## src/rtl/hwmon_ctrl_pkg.sv

```systemverilog
package hwmon_ctrl_pkg;
  localparam int ADDR_W  = 3;
  localparam int DATA_W  = 8;
  localparam int NUM_STS = 2;

  localparam logic [ADDR_W-1:0] A_CTRL = 3'd0;
  localparam logic [ADDR_W-1:0] A_STS0 = 3'd1;
  localparam logic [ADDR_W-1:0] A_MSK0 = 3'd3;
  localparam logic [ADDR_W-1:0] A_MODE = 3'd5;
  localparam logic [ADDR_W-1:0] A_SCFG = 3'd6;

  localparam int B_START  = 0;
  localparam int B_INTEN  = 1;
  localparam int B_POL    = 2;
  localparam int B_SUPP   = 3;
  localparam int B_PULSE  = 4;
  localparam int B_CICLR  = 5;
  localparam int B_GPO    = 6;
  localparam int B_INIT   = 7;

  localparam logic [DATA_W-1:0] CTRL_RESET = 8'h08;

  // cycles needed for at least ms milliseconds at clk_hz
  function automatic int unsigned pulse_cycles(int unsigned clk_hz, int unsigned ms);
    longint unsigned prod;
    prod = longint'(clk_hz) * longint'(ms);
    return int'((prod + 64'd999) / 64'd1000);
  endfunction

  // output-mode byte selects reset mode when [7:6] == 2'b10
  function automatic logic mode_is_reset(logic [DATA_W-1:0] mode);
    return mode[7] & ~mode[6];
  endfunction

  function automatic logic irq_hit(logic [NUM_STS*DATA_W-1:0] sts,
                                   logic [NUM_STS*DATA_W-1:0] msk);
    return |(sts & ~msk);
  endfunction
endpackage

```

## src/rtl/hwmon_pulse_timer.sv

```systemverilog
module hwmon_pulse_timer #(
  parameter int unsigned CYC   = 1000,
  parameter int          CNT_W = $clog2(CYC + 1)
) (
  input  logic clk_i,
  input  logic rst_ni,
  input  logic clr_i,
  input  logic req_i,
  output logic active_o,
  output logic done_o
);
  logic [CNT_W-1:0] cnt_q;
  logic             act_q;

  always_ff @(posedge clk_i or negedge rst_ni) begin
    if (!rst_ni) begin
      act_q <= 1'b0;
      cnt_q <= '0;
    end else if (clr_i) begin
      act_q <= 1'b0;
      cnt_q <= '0;
    end else if (act_q) begin
      if (cnt_q == '0) act_q <= 1'b0;
      else             cnt_q <= cnt_q - 1'b1;
    end else if (req_i) begin
      act_q <= 1'b1;
      cnt_q <= CNT_W'(CYC - 1);
    end
  end

  assign active_o = act_q;
  assign done_o   = act_q && (cnt_q == '0);
endmodule

```

## src/rtl/hwmon_intrusion_latch.sv

```systemverilog
module hwmon_intrusion_latch (
  input  logic clk_i,
  input  logic rst_ni,
  input  logic init_i,
  input  logic ci_i,
  input  logic clr_req_i,
  output logic latched_o,
  output logic clr_pend_o
);
  logic lat_q, pend_q;

  always_ff @(posedge clk_i or negedge rst_ni) begin
    if (!rst_ni) begin
      pend_q <= 1'b0;
    end else if (init_i || pend_q) begin
      pend_q <= 1'b0;
    end else if (clr_req_i) begin
      pend_q <= 1'b1;
    end
  end

  always_ff @(posedge clk_i or negedge rst_ni) begin
    if (!rst_ni)      lat_q <= 1'b0;
    else if (pend_q)  lat_q <= 1'b0;
    else if (ci_i)    lat_q <= 1'b1;
  end

  assign latched_o  = lat_q;
  assign clr_pend_o = pend_q;
endmodule

```

## src/rtl/hwmon_irq_bank.sv

```systemverilog
module hwmon_irq_bank
  import hwmon_ctrl_pkg::*;
#(
  parameter int N = NUM_STS,
  localparam int W = N * DATA_W
) (
  input  logic              clk_i,
  input  logic              rst_ni,
  input  logic              init_i,
  input  logic              run_i,
  input  logic [W-1:0]      evt_i,
  input  logic [N-1:0]      wr_sts_i,
  input  logic [N-1:0]      wr_msk_i,
  input  logic [DATA_W-1:0] wdata_i,
  output logic [W-1:0]      sts_o,
  output logic [W-1:0]      msk_o
);
  for (genvar g = 0; g < N; g++) begin : g_byte
    logic [DATA_W-1:0] sts_q, msk_q, sts_nxt, evt_b;

    assign evt_b = evt_i[g*DATA_W +: DATA_W];

    always_comb begin
      sts_nxt = sts_q;
      if (wr_sts_i[g]) sts_nxt = sts_nxt & ~wdata_i;
      if (run_i)       sts_nxt = sts_nxt | evt_b;
    end

    always_ff @(posedge clk_i or negedge rst_ni) begin
      if (!rst_ni) begin
        sts_q <= '0;
        msk_q <= '0;
      end else if (init_i) begin
        sts_q <= '0;
        msk_q <= '0;
      end else begin
        sts_q <= sts_nxt;
        if (wr_msk_i[g]) msk_q <= wdata_i;
      end
    end

    assign sts_o[g*DATA_W +: DATA_W] = sts_q;
    assign msk_o[g*DATA_W +: DATA_W] = msk_q;
  end
endmodule

```

## src/rtl/hwmon_ctrl_reg.sv

```systemverilog
module hwmon_ctrl_reg
  import hwmon_ctrl_pkg::*;
#(
  parameter int unsigned CLK_HZ   = 250_000_000,
  parameter int unsigned PULSE_MS = 10
) (
  input  logic                      clk_i,
  input  logic                      rst_ni,
  input  logic                      wr_en_i,
  input  logic [ADDR_W-1:0]         addr_i,
  input  logic [DATA_W-1:0]         wdata_i,
  output logic [DATA_W-1:0]         rd_data_o,
  input  logic [NUM_STS*DATA_W-1:0] evt_i,
  input  logic                      ci_i,
  output logic                      mon_run_o,
  output logic                      int_oe_o,
  output logic                      int_do_o,
  output logic                      rst_os_n_o,
  output logic                      gpo_o,
  output logic                      ci_latched_o
);
  localparam int unsigned PULSE_CYC = pulse_cycles(CLK_HZ, PULSE_MS);
  localparam int          CNT_W     = $clog2(PULSE_CYC + 1);
  localparam int          SW        = NUM_STS * DATA_W;

  logic start_q, inten_q, pol_q, supp_q, gpo_q, init_pend_q;
  logic [DATA_W-1:0] mode_q, scfg_q;

  // named events
  logic wr_ok, wr_ctrl, init_req, pulse_req, ci_clr_req;
  logic mode_rst, pulse_act, pulse_done, ci_pend, int_active;
  logic [NUM_STS-1:0] wr_sts, wr_msk;
  logic [SW-1:0] sts, msk;
  logic [DATA_W-1:0] ctrl_rd;

  assign wr_ok      = wr_en_i && !init_pend_q;
  assign wr_ctrl    = wr_ok && (addr_i == A_CTRL);
  assign init_req   = wr_ctrl && wdata_i[B_INIT];
  assign mode_rst   = mode_is_reset(mode_q);
  assign pulse_req  = wr_ctrl && !wdata_i[B_INIT] && wdata_i[B_PULSE] && mode_rst;
  assign ci_clr_req = wr_ctrl && !wdata_i[B_INIT] && wdata_i[B_CICLR];

  always_comb begin
    for (int i = 0; i < NUM_STS; i++) begin
      wr_sts[i] = wr_ok && (addr_i == A_STS0 + ADDR_W'(i));
      wr_msk[i] = wr_ok && (addr_i == A_MSK0 + ADDR_W'(i));
    end
  end

  always_ff @(posedge clk_i or negedge rst_ni) begin
    if (!rst_ni) begin
      start_q <= CTRL_RESET[B_START];
      inten_q <= CTRL_RESET[B_INTEN];
      pol_q   <= CTRL_RESET[B_POL];
      supp_q  <= CTRL_RESET[B_SUPP];
      gpo_q   <= CTRL_RESET[B_GPO];
    end else if (init_pend_q) begin
      start_q <= CTRL_RESET[B_START];
      inten_q <= CTRL_RESET[B_INTEN];
      pol_q   <= CTRL_RESET[B_POL];
      supp_q  <= CTRL_RESET[B_SUPP];
      gpo_q   <= CTRL_RESET[B_GPO];
    end else if (wr_ctrl && !wdata_i[B_INIT]) begin
      start_q <= wdata_i[B_START];
      inten_q <= wdata_i[B_INTEN];
      pol_q   <= wdata_i[B_POL];
      supp_q  <= wdata_i[B_SUPP];
      gpo_q   <= wdata_i[B_GPO];
    end
  end

  always_ff @(posedge clk_i or negedge rst_ni) begin
    if (!rst_ni) begin
      init_pend_q <= 1'b0;
      mode_q      <= '0;
      scfg_q      <= '0;
    end else begin
      init_pend_q <= init_req;
      if (init_pend_q) begin
        mode_q <= '0;
        scfg_q <= '0;
      end else begin
        if (wr_ok && addr_i == A_MODE) mode_q <= wdata_i;
        if (wr_ok && addr_i == A_SCFG) scfg_q <= wdata_i;
      end
    end
  end

  hwmon_pulse_timer #(.CYC(PULSE_CYC), .CNT_W(CNT_W)) u_pulse (
    .clk_i    (clk_i),
    .rst_ni   (rst_ni),
    .clr_i    (init_pend_q),
    .req_i    (pulse_req),
    .active_o (pulse_act),
    .done_o   (pulse_done)
  );

  hwmon_intrusion_latch u_ci (
    .clk_i      (clk_i),
    .rst_ni     (rst_ni),
    .init_i     (init_pend_q),
    .ci_i       (ci_i),
    .clr_req_i  (ci_clr_req),
    .latched_o  (ci_latched_o),
    .clr_pend_o (ci_pend)
  );

  hwmon_irq_bank #(.N(NUM_STS)) u_irq (
    .clk_i    (clk_i),
    .rst_ni   (rst_ni),
    .init_i   (init_pend_q),
    .run_i    (mon_run_o),
    .evt_i    (evt_i),
    .wr_sts_i (wr_sts),
    .wr_msk_i (wr_msk),
    .wdata_i  (wdata_i),
    .sts_o    (sts),
    .msk_o    (msk)
  );

  assign mon_run_o  = start_q && !supp_q;
  assign int_active = inten_q && !supp_q && irq_hit(sts, msk);
  assign int_oe_o   = int_active;
  assign int_do_o   = pol_q;
  assign rst_os_n_o = !(pulse_act && !supp_q);
  assign gpo_o      = gpo_q;

  assign ctrl_rd = {init_pend_q, gpo_q, ci_pend, pulse_act,
                    supp_q, pol_q, inten_q, start_q};

  always_comb begin
    rd_data_o = '0;
    if (addr_i == A_CTRL) rd_data_o = ctrl_rd;
    if (addr_i == A_MODE) rd_data_o = mode_q;
    if (addr_i == A_SCFG) rd_data_o = scfg_q;
    for (int i = 0; i < NUM_STS; i++) begin
      if (addr_i == A_STS0 + ADDR_W'(i)) rd_data_o = sts[i*DATA_W +: DATA_W];
      if (addr_i == A_MSK0 + ADDR_W'(i)) rd_data_o = msk[i*DATA_W +: DATA_W];
    end
  end
endmodule

```

## config.mk

```make
export PLATFORM = sky130hd
export DESIGN_NAME = hwmon_ctrl_reg
export DESIGN_NICKNAME = d
export VERILOG_FILES = /design/src/rtl/hwmon_ctrl_pkg.sv /design/src/rtl/hwmon_pulse_timer.sv /design/src/rtl/hwmon_intrusion_latch.sv /design/src/rtl/hwmon_irq_bank.sv /design/src/rtl/hwmon_ctrl_reg.sv
export SDC_FILE = /design/constraint.sdc
export NUM_CORES = 1
export LEC_CHECK = 0
export ABC_AREA = 1
export BUFFER_PORTS_ARGS = -buffer_cell sky130_fd_sc_hd__buf_4
export CELL_PAD_IN_SITES_DETAIL_PLACEMENT = 0
export CELL_PAD_IN_SITES_GLOBAL_PLACEMENT = 1
export CORE_MARGIN = 10
export CORE_UTILIZATION = 40
export DETAILED_ROUTE_END_ITERATION = 8
export PLACE_DENSITY_LB_ADDON = 0.1
export SLEW_MARGIN = 20
export SYNTH_ARGS = -nofsm -noshare
export SYNTH_HDL_FRONTEND = slang
export SYNTH_SLANG_ARGS = --single-unit
export TNS_END_PERCENT = 30
```

## constraint.sdc

```tcl
create_clock -name clk_i -period 4.7 [get_ports clk_i]
set_input_delay 0.705 -clock clk_i [delete_from_list [all_inputs] [get_ports clk_i]]
set_output_delay 0.705 -clock clk_i [all_outputs]
set_load 0.01 [all_outputs]
```

==> results.json <==
{
  "synth_ff_type": "dfrtp_1",
  "tns_ps": 0,
  "slowest_stage": "inv_2",
  "setup_viol": 0,
  "synth.area.top_cells": "dfrtp_1, nand2_1, o21ai_0, nor2_1, inv_1",
  "drtPass1Iterations": 5,
  "post_cts_resized": 0,
  "ioPinCount": 45,
  "cp_top_family": "buffers and inverters",
  "vdd_ir_drop_max_v": 0.0002816,
  "worst_hold_path_type": "primary input to asynchronous set/reset pin",
  "endpoint_kind": "output pin",
  "syn_nets": 573,
  "drc_errors": 0,
  "start_util_pct": 41.42,
  "finalPower_mw": 2.118,
  "critPathBufInv": 3,
  "clock-skew-final_ps": 5.961,
  "viasPerCell": 5.187,
  "die_h_um": 123.9,
  "worst_slew_pin_slew_ps": 996.4,
  "grt_antenna_before_repair": 0,
  "grt_pass1_vias": 3746,
  "grt_use_total_pct": 16.65,
  "numClockSinks": 79,
  "io_buffers": 44,
  "rows": 37,
  "hpwl_um": 8548,
  "htree_levels": 3,
  "post-route-period-util_pct": 59.36,
  "slowest_delay_ps": 420,
  "wl_per_cell_um": 16.25,
  "max_freq_ghz": 0.3584,
  "chipWidth_um": 123.9,
  "cap_viol_max_count": 0,
  "num_vias": 3766,
  "powerDensity_mw_per_mm2": 431.1,
  "finalMaxSlewViolations": 0,
  "diodes": 0,
  "postSynthCellCount": 541,
  "post-cts-setup-buffers": 0,
  "grt_max_degree": 80,
  "ys_types": 38,
  "crit_fanout": 29,
  "crit_chain": "buf_4, inv_2, o221ai_1, nor2_1, nand4_1, buf_4",
  "cts_buffer_depth": 2,
  "final-hold-violation-count": 0,
  "die-area_sq_mm": 0.01534,
  "grt_setup_unrepaired": "false",
  "grt_pass1_wl_um": 19710,
  "core_sq_mm": 0.01042,
  "cp_data_required_time_ps": 3990,
  "leakage_nw": 2.239,
  "slew_headroom_pct": 33.13,
  "netlist.area_leader.share_pct": 45.24,
  "synth_area_sq_mm": 0.004314,
  "syn_area_per_cell_sq_um": 7.974,
  "clk_latency_ps": 360,
  "syn_to_final_growth_pct": 13.86,
  "wl_um": 11790,
  "grt_overflow": 0,
  "cp_common_cell": "buf_4",
  "async_flop_share_pct": 100.0,
  "status": "finished, final reports clean",
  "synth.largest_area_cell": "dfrtp_1",
  "yosysWarnings": 0,
  "place_congestion": 0.8468,
  "layout.nets": 619,
  "root_buffer": "clkbuf_8",
  "drtIter0Drc": 286,
  "clk_pin_slew_ps": 80,
  "worstSetupPathType": "flip-flop to output pin",
  "synth_edf_count": 0,
  "startpoint_type": "flip-flop",
  "cts_made_buffers": 9,
  "drtAntennaViolNets": 0,
  "ys_ff_latch": 79,
  "cts_tree": "built",
  "holdBufCountCts": 0,
  "worstPathArrival_ps": 2090,
  "drive_above_1_share_pct": 17.46,
  "post-route-min-period_ps": 2790,
  "synth_seq_area_share_pct": 45.85
}
## cell usage in the layout (no fill, tap or decap), types with 9 or more instances in the layout
cell,instances
a21oi_1,20
buf_4,46
clkbuf_8,9
dfrtp_1,78
inv_1,60
mux2_2,15
nand2_1,132
nand3_1,24
nand4_1,14
nor2_1,63
o21ai_0,60
## path summary, 6_finish.rpt
path | start | endpoint | slack (ps) | depth (start not counted)
max | init_pend_q$_DFF_PN0_ | rd_data_o[7] | 1910 | 6
min | rst_ni | int_do_o$_DFFE_PN0P_ | 220 | 1
max reg2reg | init_pend_q$_DFF_PN0_ | scfg_q[3]$_DFFE_PN0P_ | 2250 | 5
min reg2reg | u_ci.clr_pend_o$_DFFE_PN0P_ | u_ci.latched_o$_DFFE_PN0P_ | 470 | 1
max in group asynchronous | rst_ni | u_irq.g_byte[1].msk_q[7]$_DFFE_PN0P_ | 3870 | 2
min in group clk_i | u_ci.clr_pend_o$_DFFE_PN0P_ | u_ci.latched_o$_DFFE_PN0P_ | 470 | 1
## flip-flops by register name, indices dropped and copies added, names as in the netlist
signal              cells
gpo_o                   1
init_pend_q             1
int_do_o                1
inten_q                 1
mode_q                  8
scfg_q                  8
start_q                 1
supp_q                  1
u_ci.clr_pend_o         1
u_ci.latched_o          1
u_irq.g_byte.msk_q     16
u_irq.g_byte.sts_q     16
u_pulse.active_o        1
u_pulse.cnt_q          22
## cell usage after synthesis, types with 4 or more instances
| cell | n |
|---|---|
| nand2_1 | 132 |
| dfrtp_1 | 78 |
| nor2_1 | 63 |
| inv_1 | 60 |
| o21ai_0 | 60 |
| nand3_1 | 24 |
| a21oi_1 | 20 |
| mux2_2 | 15 |
| nand4_1 | 14 |
| nand2_2 | 8 |
| o221ai_1 | 8 |
| xor2_1 | 7 |
| o21ai_1 | 6 |
| clkbuf_1 | 4 |
## layer usage
| metal | vias up | share of wire, % | track usage (%) |
|---|---|---|---|
| met5 | - | 0 | 0 |
| met4 | 0 | 1.7 | 6.550 |
| met3 | 14 | 5.7 | 3.529 |
| met2 | 87 | 40 | 22.62 |
| met1 | 1807 | 53 | 24.92 |
| li1 | 1858 | - | - |
## area by class of cell
class / count / area, sq um
clock buffers: 12 / 135.1
well taps: 136 / 170.2
inverters: 64 / 245.2
flip-flops and latches: 79 / 1978
clock inverters: 2 / 10.01
fillers: 1090 / 5504
repair buffers: 47 / 372.9
multi-input cells: 386 / 2001
## metrics by stage
stage	instances	setup slack, ps	area, sq um	utilization [%]	hold WS, ps
finish	726	1910	4912	47.16	224.1
global placement	711	2092	4740	45.50	454.5
floorplan	541	2564	4314	-	409.4
CTS	725	1898	4885	46.89	472.7
global route	726	1752	4912	47.16	225.3
detailed placement	711	2096	4740	45.50	466.9
## logic make-up after synthesis
group | synth area share, %
adder cells (fa/ha/maj) | 0.2900
flip-flops | 45.85
multiplexers | 3.915
XOR/XNOR | 1.827
AND/OR/NAND/NOR | 27.47
buffers and inverters | 7.773
AO/OA/AOI/OAI | 12.88
## power by group
part	switching (mW)	total (mW)	internal [mW]
registers	0.126	0.983	0.857
logic	0.444	0.710	0.265
clock network	0.240	0.425	0.185
total	0.810	2.12	1.31
No activity file was read; power rests on OpenSTA's default activity.
